<file path="config.mk">
export PLATFORM = sky130hd
export DESIGN_NAME = mgmt_ctx_seq
export DESIGN_NICKNAME = d
export VERILOG_FILES = /design/src/rtl/mgmt_ctx_pkg.sv /design/src/rtl/mgmt_ctx_fmt.sv /design/src/rtl/mgmt_ctx_state.sv /design/src/rtl/mgmt_ctx_fsm.sv /design/src/rtl/mgmt_ctx_seq.sv
export SDC_FILE = /design/constraint.sdc
export NUM_CORES = 1
export LEC_CHECK = 0
export ABC_AREA = 0
export BUFFER_PORTS_ARGS = -buffer_cell sky130_fd_sc_hd__buf_2
export CORE_AREA = 2 2 576 578
export DETAILED_ROUTE_END_ITERATION = 12
export DIE_AREA = 0 0 578 580
export PLACE_DENSITY = 0.32
export SYNTH_ARGS = -nofsm -noshare
export SYNTH_HDL_FRONTEND = slang
export SYNTH_SLANG_ARGS = --single-unit
</file>
<file path="constraint.sdc">
create_clock -name clk -period 12.1 [get_ports clk]
set_input_delay 2.42 -clock clk [delete_from_list [all_inputs] [get_ports clk]]
set_output_delay 2.42 -clock clk [all_outputs]
set_load 0.02 [all_outputs]
</file>
<file path="src/rtl/mgmt_ctx_pkg.sv">
package mgmt_ctx_pkg;
  localparam int unsigned WORD_W = 32;
  localparam int unsigned NSEG   = 6;
  localparam int unsigned CORE_N = 15;
  localparam int unsigned NREG   = CORE_N + 4 * NSEG;
  localparam int unsigned NENTRY = 4 + 3 * NSEG;
  localparam int unsigned IDX_W  = $clog2(NREG + 2);

  localparam int unsigned IX_CR0 = 0;
  localparam int unsigned IX_IP  = 3;
  localparam int unsigned IX_DR7 = 13;
  localparam int unsigned IX_CR4 = 14;
  localparam int unsigned SEG_CODE  = 1;
  localparam int unsigned RELOC_BIT = 17;

  localparam logic [WORD_W-1:0] AREA_OFS  = 32'h0000_8000;
  localparam logic [WORD_W-1:0] REV_SLOT  = 32'h0000_7EFC;
  localparam logic [WORD_W-1:0] BASE_SLOT = 32'h0000_7EF8;
  localparam logic [WORD_W-1:0] REV_ID    = 32'h0002_0000;
  localparam logic [WORD_W-1:0] IP_ENTRY  = 32'h0000_8000;
  localparam logic [WORD_W-1:0] DR7_ENTRY = 32'h0000_0400;
  localparam logic [WORD_W-1:0] CR0_CLR   = 32'h8000_000D;
  localparam logic [WORD_W-1:0] ATTR_MASK = 32'h0000_F0FF;

  typedef enum logic [2:0] {
    ST_IDLE, ST_SAVE, ST_LOAD, ST_RDREG, ST_RDREV, ST_RDBASE, ST_FIN
  } seq_st_e;

  // save-area slot of context word idx (idx < NREG)
  function automatic logic [WORD_W-1:0] slot_of(input int unsigned idx);
    int unsigned s, f;
    logic [WORD_W-1:0] row;
    if (idx < IX_CR4) return 32'h7FFC - 4 * idx;
    if (idx == IX_CR4) return 32'h7F14;
    s = (idx - CORE_N) / 4;
    f = (idx - CORE_N) % 4;
    row = (s < 3) ? 32'h7F84 + 12 * s : 32'h7F2C + 12 * (s - 3);
    case (f)
      0:       return 32'h7FA8 + 4 * s;
      1:       return row + 8;
      2:       return row + 4;
      default: return row;
    endcase
  endfunction

  function automatic logic is_attr(input int unsigned idx);
    return (idx >= CORE_N) && (idx < NREG) && (((idx - CORE_N) % 4) == 3);
  endfunction

  // register index loaded by entry step j
  function automatic int unsigned entry_reg(input int unsigned j);
    case (j)
      0:       return IX_CR0;
      1:       return IX_IP;
      2:       return IX_DR7;
      3:       return IX_CR4;
      default: return CORE_N + 4 * ((j - 4) / 3) + ((j - 4) % 3);
    endcase
  endfunction
endpackage

</file>
<file path="src/rtl/mgmt_ctx_fmt.sv">
module mgmt_ctx_fmt
  import mgmt_ctx_pkg::*;
(
  input  logic [IDX_W-1:0]       cnt,
  input  logic                   load_ph,
  input  logic [NREG*WORD_W-1:0] snap,
  input  logic [WORD_W-1:0]      rdata,
  input  logic [WORD_W-1:0]      base,
  input  logic [WORD_W-1:0]      cr0_cap,
  output logic [WORD_W-1:0]      slot,
  output logic [WORD_W-1:0]      sv_word,
  output logic [WORD_W-1:0]      rs_word,
  output logic [WORD_W-1:0]      ent_word,
  output logic [NREG-1:0]        sel_oh
);
  int unsigned k, kc, s, f, sel_src;
  logic [WORD_W-1:0] snap_w;

  always_comb begin
    k  = 32'(cnt);
    kc = (k < NREG) ? k : 0;
    snap_w = snap[kc*WORD_W +: WORD_W];
    s = 0;
    f = 0;

    if (k < NREG)       slot = slot_of(k);
    else if (k == NREG) slot = REV_SLOT;
    else                slot = BASE_SLOT;

    if (k < NREG)       sv_word = is_attr(k) ? ((snap_w >> 8) & ATTR_MASK) : snap_w;
    else if (k == NREG) sv_word = REV_ID;
    else                sv_word = base;

    rs_word = is_attr(k) ? ((rdata & ATTR_MASK) << 8) : rdata;

    case (k)
      0: ent_word = cr0_cap & ~CR0_CLR;
      1: ent_word = IP_ENTRY;
      2: ent_word = DR7_ENTRY;
      3: ent_word = '0;
      default: begin
        s = (k - 4) / 3;
        f = (k - 4) % 3;
        case (f)
          0:       ent_word = (s == SEG_CODE) ? {16'h0, base[19:4]} : '0;
          1:       ent_word = (s == SEG_CODE) ? base : '0;
          default: ent_word = '1;
        endcase
      end
    endcase

    sel_src = load_ph ? entry_reg(k) : k;
  end

  for (genvar g = 0; g < NREG; g++) begin : g_sel
    assign sel_oh[g] = (sel_src == 32'(g));
  end
endmodule

</file>
<file path="src/rtl/mgmt_ctx_state.sv">
module mgmt_ctx_state
  import mgmt_ctx_pkg::*;
#(
  parameter logic [WORD_W-1:0] BASE_RESET = 32'h0003_0000
) (
  input  logic              clk,
  input  logic              rst_n,
  input  logic              start_ent,
  input  logic              fin_res,
  input  logic              nmi_set,
  input  logic              nmi_clr,
  input  logic              base_we,
  input  logic [WORD_W-1:0] base_wd,
  output logic              in_mode,
  output logic              nmi_blk,
  output logic              nmi_nest,
  output logic [WORD_W-1:0] base
);
  always_ff @(posedge clk) begin
    if (!rst_n) begin
      in_mode  <= 1'b0;
      nmi_blk  <= 1'b0;
      nmi_nest <= 1'b0;
      base     <= BASE_RESET;
    end else begin
      if (start_ent) begin
        in_mode <= 1'b1;
        if (nmi_blk) nmi_nest <= 1'b1;
        else         nmi_blk  <= 1'b1;
      end else if (fin_res) begin
        in_mode  <= 1'b0;
        nmi_nest <= 1'b0;
        if (!nmi_nest) nmi_blk <= 1'b0;
      end else if (nmi_set) begin
        nmi_blk <= 1'b1;
      end else if (nmi_clr && !nmi_nest) begin
        nmi_blk <= 1'b0;
      end
      if (base_we) base <= base_wd;
    end
  end
endmodule

</file>
<file path="src/rtl/mgmt_ctx_fsm.sv">
module mgmt_ctx_fsm
  import mgmt_ctx_pkg::*;
(
  input  logic             clk,
  input  logic             rst_n,
  input  logic             enter_req,
  input  logic             resume_req,
  input  logic             in_mode,
  input  logic             mem_ready,
  input  logic             reloc,
  output seq_st_e          st,
  output logic [IDX_W-1:0] cnt,
  output logic             busy,
  output logic             done,
  output logic             start_ent,
  output logic             fin_res,
  output logic             mem_valid,
  output logic             mem_write,
  output logic             ld_fire,
  output logic             base_we
);
  localparam logic [IDX_W-1:0] LAST_SAVE = IDX_W'(NREG + 1);
  localparam logic [IDX_W-1:0] LAST_REG  = IDX_W'(NREG - 1);
  localparam logic [IDX_W-1:0] LAST_ENT  = IDX_W'(NENTRY - 1);
  localparam logic [IDX_W-1:0] IX_REV    = IDX_W'(NREG);
  localparam logic [IDX_W-1:0] IX_BASE   = IDX_W'(NREG + 1);

  logic op_res, hs, start_res;

  always_comb begin
    busy      = (st != ST_IDLE);
    done      = (st == ST_FIN);
    mem_valid = (st == ST_SAVE) || (st == ST_RDREG) || (st == ST_RDREV) || (st == ST_RDBASE);
    mem_write = (st == ST_SAVE);
    hs        = mem_valid && mem_ready;
    start_ent = (st == ST_IDLE) && enter_req && !in_mode;
    start_res = (st == ST_IDLE) && resume_req && in_mode;
    fin_res   = done && op_res;
    ld_fire   = (st == ST_LOAD) || ((st == ST_RDREG) && hs);
    base_we   = (st == ST_RDBASE) && hs;
  end

  always_ff @(posedge clk) begin
    if (!rst_n) begin
      st     <= ST_IDLE;
      cnt    <= '0;
      op_res <= 1'b0;
    end else begin
      case (st)
        ST_IDLE: begin
          if (start_ent) begin
            st <= ST_SAVE; cnt <= '0; op_res <= 1'b0;
          end else if (start_res) begin
            st <= ST_RDREG; cnt <= '0; op_res <= 1'b1;
          end
        end
        ST_SAVE: if (hs) begin
          if (cnt == LAST_SAVE) begin st <= ST_LOAD; cnt <= '0; end
          else cnt <= cnt + 1'b1;
        end
        ST_LOAD: begin
          if (cnt == LAST_ENT) begin st <= ST_FIN; cnt <= '0; end
          else cnt <= cnt + 1'b1;
        end
        ST_RDREG: if (hs) begin
          if (cnt == LAST_REG) begin st <= ST_RDREV; cnt <= IX_REV; end
          else cnt <= cnt + 1'b1;
        end
        ST_RDREV: if (hs) begin
          if (reloc) begin st <= ST_RDBASE; cnt <= IX_BASE; end
          else st <= ST_FIN;
        end
        ST_RDBASE: if (hs) st <= ST_FIN;
        default: begin st <= ST_IDLE; cnt <= '0; end
      endcase
    end
  end
endmodule

</file>
<file path="src/rtl/mgmt_ctx_seq.sv">
module mgmt_ctx_seq
  import mgmt_ctx_pkg::*;
#(
  parameter logic [31:0] BASE_RESET = 32'h0003_0000
) (
  input  logic                   clk,
  input  logic                   rst_n,
  input  logic                   enter_req,
  input  logic                   resume_req,
  input  logic                   nmi_block_set,
  input  logic                   nmi_block_clr,
  input  logic [NREG*WORD_W-1:0] snap_regs,
  output logic                   mem_valid,
  output logic                   mem_write,
  output logic [WORD_W-1:0]      mem_addr,
  output logic [WORD_W-1:0]      mem_wdata,
  input  logic                   mem_ready,
  input  logic [WORD_W-1:0]      mem_rdata,
  output logic                   ld_we,
  output logic [NREG-1:0]        ld_sel,
  output logic [WORD_W-1:0]      ld_data,
  output logic                   busy,
  output logic                   done,
  output logic                   in_mode,
  output logic                   nmi_blk,
  output logic                   nmi_nest,
  output logic [WORD_W-1:0]      mm_base
);
  seq_st_e           st;
  logic [IDX_W-1:0]  cnt;
  logic              start_ent, fin_res, ld_fire, base_we;
  logic [WORD_W-1:0] cr0_cap, slot, sv_word, rs_word, ent_word;
  logic [NREG-1:0]   sel_oh;
  logic              load_ph;

  assign load_ph = (st == ST_LOAD);

  mgmt_ctx_fsm u_fsm (
    .clk, .rst_n, .enter_req, .resume_req, .in_mode, .mem_ready,
    .reloc(mem_rdata[RELOC_BIT]),
    .st, .cnt, .busy, .done, .start_ent, .fin_res,
    .mem_valid, .mem_write, .ld_fire, .base_we
  );

  mgmt_ctx_state #(.BASE_RESET(BASE_RESET)) u_state (
    .clk, .rst_n, .start_ent, .fin_res,
    .nmi_set(nmi_block_set), .nmi_clr(nmi_block_clr),
    .base_we, .base_wd(mem_rdata),
    .in_mode, .nmi_blk, .nmi_nest, .base(mm_base)
  );

  mgmt_ctx_fmt u_fmt (
    .cnt, .load_ph, .snap(snap_regs), .rdata(mem_rdata), .base(mm_base),
    .cr0_cap, .slot, .sv_word, .rs_word, .ent_word, .sel_oh
  );

  assign mem_addr  = mm_base + AREA_OFS + slot;
  assign mem_wdata = mem_write ? sv_word : '0;

  always_ff @(posedge clk) begin
    if (!rst_n) begin
      cr0_cap <= '0;
      ld_we   <= 1'b0;
      ld_sel  <= '0;
      ld_data <= '0;
    end else begin
      if (start_ent) cr0_cap <= snap_regs[IX_CR0*WORD_W +: WORD_W];
      ld_we   <= ld_fire;
      ld_sel  <= ld_fire ? sel_oh : '0;
      ld_data <= ld_fire ? (load_ph ? ent_word : rs_word) : '0;
    end
  end
endmodule

</file>
==> impl_metrics.json <==
{
  "period_needed_ns": 11.57,
  "drive_gt1_share_pct": 33.9,
  "synth_top_area_share_pct": 13.9,
  "slew_headroom_pct": 9.74,
  "max_stage_delay_ns": 0.61,
  "clock_path_buffers": 3,
  "max-vdd-ir-drop_mv": 0.0906,
  "place_ws_ns": 0.736,
  "num-nets-final": 7049,
  "drt_iter0_markers": 3311,
  "yosys_warnings": 0,
  "wl_per_cell_microns": 33.1,
  "avgSynthCellArea_sq_um": 6.29,
  "firstDrtPassIters": 5,
  "clkSlewWorstSetupHoldPaths_ns": 0.08,
  "die_area_sq_um": 335000,
  "cts_tree": "done",
  "ys_ff_latch": 145,
  "grt_use_total_pct": 19.3,
  "stdcell_count": 10208,
  "ys_types": 96,
  "r2r_setup_slack_ns": 1.29,
  "layout_commonest_cell": "buf_2",
  "cpMaxStageDelayCell": "or4_1",
  "finalWirelength_microns": 338000,
  "place_inst": 9920,
  "tightestPinTransition_ns": 1.34,
  "numCtsBuffers": 25,
  "cp.required_ns": 9.68,
  "die_y_microns": 580,
  "p_leak_nw": 17.8,
  "antenna_found_initial": 215,
  "drc": 0,
  "final_antenna_net_count": 0,
  "dpl.hpwl_microns": 291000,
  "synth_area_sq_um": 26600,
  "place.gp.congestion": 0.940,
  "clock_tree.root_cell": "clkbuf_16",
  "routed_via_density": 4.05,
  "grt_pass1_wl_microns": 424000,
  "finalInstanceArea_sq_um": 41700,
  "finalSetupTns_ns": 0,
  "start_util_pct": 8.08,
  "setup_violations": 0,
  "placedInstanceArea_sq_um": 40100,
  "cts_max_level": 4,
  "skew_ns": 0.0418,
  "syn-instance-count": 4231,
  "grt_max_degree": 140,
  "start_kind": "flip-flop",
  "hold_path_class": "flip-flop to flip-flop",
  "wl_met1_microns": 133000,
  "critical_path_arrival_ns": 9.15,
  "power.total_w": 0.00840,
  "async_flop_share_pct": 0,
  "top_layer_used": "met5",
  "path_max_fanout": 12,
  "met2_length_microns": 161000,
  "crit_type": "flip-flop to output port",
  "port_buffers": 1461,
  "grt_pass1_vias": 40693,
  "synth_area_leader_cell": "nand2_1",
  "seq_area_frac_synth_pct": 10.9,
  "num_vias": 41321,
  "dr_wl_met3_microns": 25400,
  "ys.flop_type": "dfxtp_1",
  "fin_ws_ns": 0.528,
  "clock_latency_ns": 0.57,
  "num_rows": 211,
  "final_cell_mix": "buf_2, nand2_1, nand3_1",
  "fmax_ghz": 0.0864,
  "area_growth_pct": 56.6,
  "synth_area_leaders": "nand2_1, dfxtp_1, ha_1",
  "worst_setup_path_end_kind": "output port",
  "cap_violations": 0,
  "synth-edff-count": 0,
  "fp.dieW_microns": 578,
  "cts_hold_buf": 0,
  "gr-total-overflow": 0,
  "cts.sinks": 145,
  "post-route-period-util_pct": 95.6,
  "status": "finished, final reports clean",
  "coreArea_sq_um": 329000,
  "finalMaxSlewViolations": 0,
  "finalHoldViolations": 0,
  "power_density_nw_per_um2": 202,
  "ioPinCount": 1462
}
per-layer routing:
metal	vias to the layer above	global-route usage [%]
met5	-	0
met4	88	9.23
met3	457	4.78
met2	1949	32.8
met1	20247	22.4
li1	18580	-
logic make-up (layout without fill, tap and decap cells):
family          count (synthesis)  in the layout  share of synthesized area [%]
mux                           108            108                           5.32
simple gates                 1987           1987                           33.4
flops                         145            145                           10.9
compound gates               1259           1259                           32.1
other cells                     1            263                         0.0141
fa+ha+maj                     175            175                           8.34
xor+xnor                       98             98                           3.28
buf+inv                       458           1807                           6.62
metrics by stage:
| step | hold WS, ns | util [%] |
|---|---|---|
| CTS | 0.455 | 12.4 |
| global route | 0.466 | 12.6 |
| global placement | 0.444 | 12.2 |
| floorplan | 0.437 | - |
| finish | 0.456 | 12.7 |
| detailed placement | 0.447 | 12.2 |
cells in the mapped netlist, drive strengths merged (16+ instances only):
cell type	instances
a211oi	75
buf	100
a21oi	331
mux2i	68
xnor2	61
nor3	107
inv	89
nor2	246
nand4	22
or2	18
a21o	50
nor2b	33
nand3	364
or3	32
o211ai	30
dfxtp	145
a311oi	78
mux4	25
o21a	19
o221ai	53
a221oi	120
nor4	18
ha	171
o21ai	227
xor2	36
nand2	984
and2	24
clkbuf	268
and3	77
a31oi	66
a22oi	57
o22ai	21
a221o	16
final timing paths:
check | from | to | cells past startpoint
setup reg to reg | u_fsm.cnt[5] | ld_sel[28] | 34
setup / recovery | u_fsm.cnt[2] | mem_addr[31] | 35
hold / removal | cr0_cap[20] | cr0_cap[20] | 2
hold reg to reg | cr0_cap[20] | cr0_cap[20] | 2
area by class of cell:
class | instances | area, sq um
clock buffers | 29 | 681
clock inverters | 2 | 37.5
diodes | 251 | 628
fillers | 38891 | 288000
repair buffers | 1686 | 9150
multi-input cells | 3639 | 22400
inverters | 90 | 344
flip-flops and latches | 145 | 2930
well taps | 4366 | 5460
timing repair:
action / CTS / global route
resized for setup: 0 / 28
endpoints found under the setup margin: 0 / 7
setup buffers: 0 / 6
worst max-delay path: cells and delay by family (launching register included):
family / cells / cell delay [ns]
AND/OR/NAND/NOR: 14 / 3.15
adder cells (fa/ha/maj): 5 / 1.67
buffers and inverters: 5 / 0.88
flip-flops: 1 / 0.39
AO/OA/AOI/OAI: 8 / 1.73
multiplexers: 1 / 0.12
XOR/XNOR: 2 / 0.62
power breakdown:
group / internal, W / switching, W / total [W]
combinational: 0.00224 / 0.00483 / 0.00706
sequential: 0.000535 / 0.0000644 / 0.000599
clock: 0.000415 / 0.000319 / 0.000734
total: 0.00318 / 0.00521 / 0.00840
flip-flops by register name (all words and copies together) (netlist names), 3 cells and up:
| register | count |
|---|---|
| cr0_cap | 28 |
| ld_data | 32 |
| ld_sel | 39 |
| u_fsm.cnt | 6 |
| u_fsm.st | 3 |
| u_state.base | 32 |
Power figures use the tool's default switching activity.
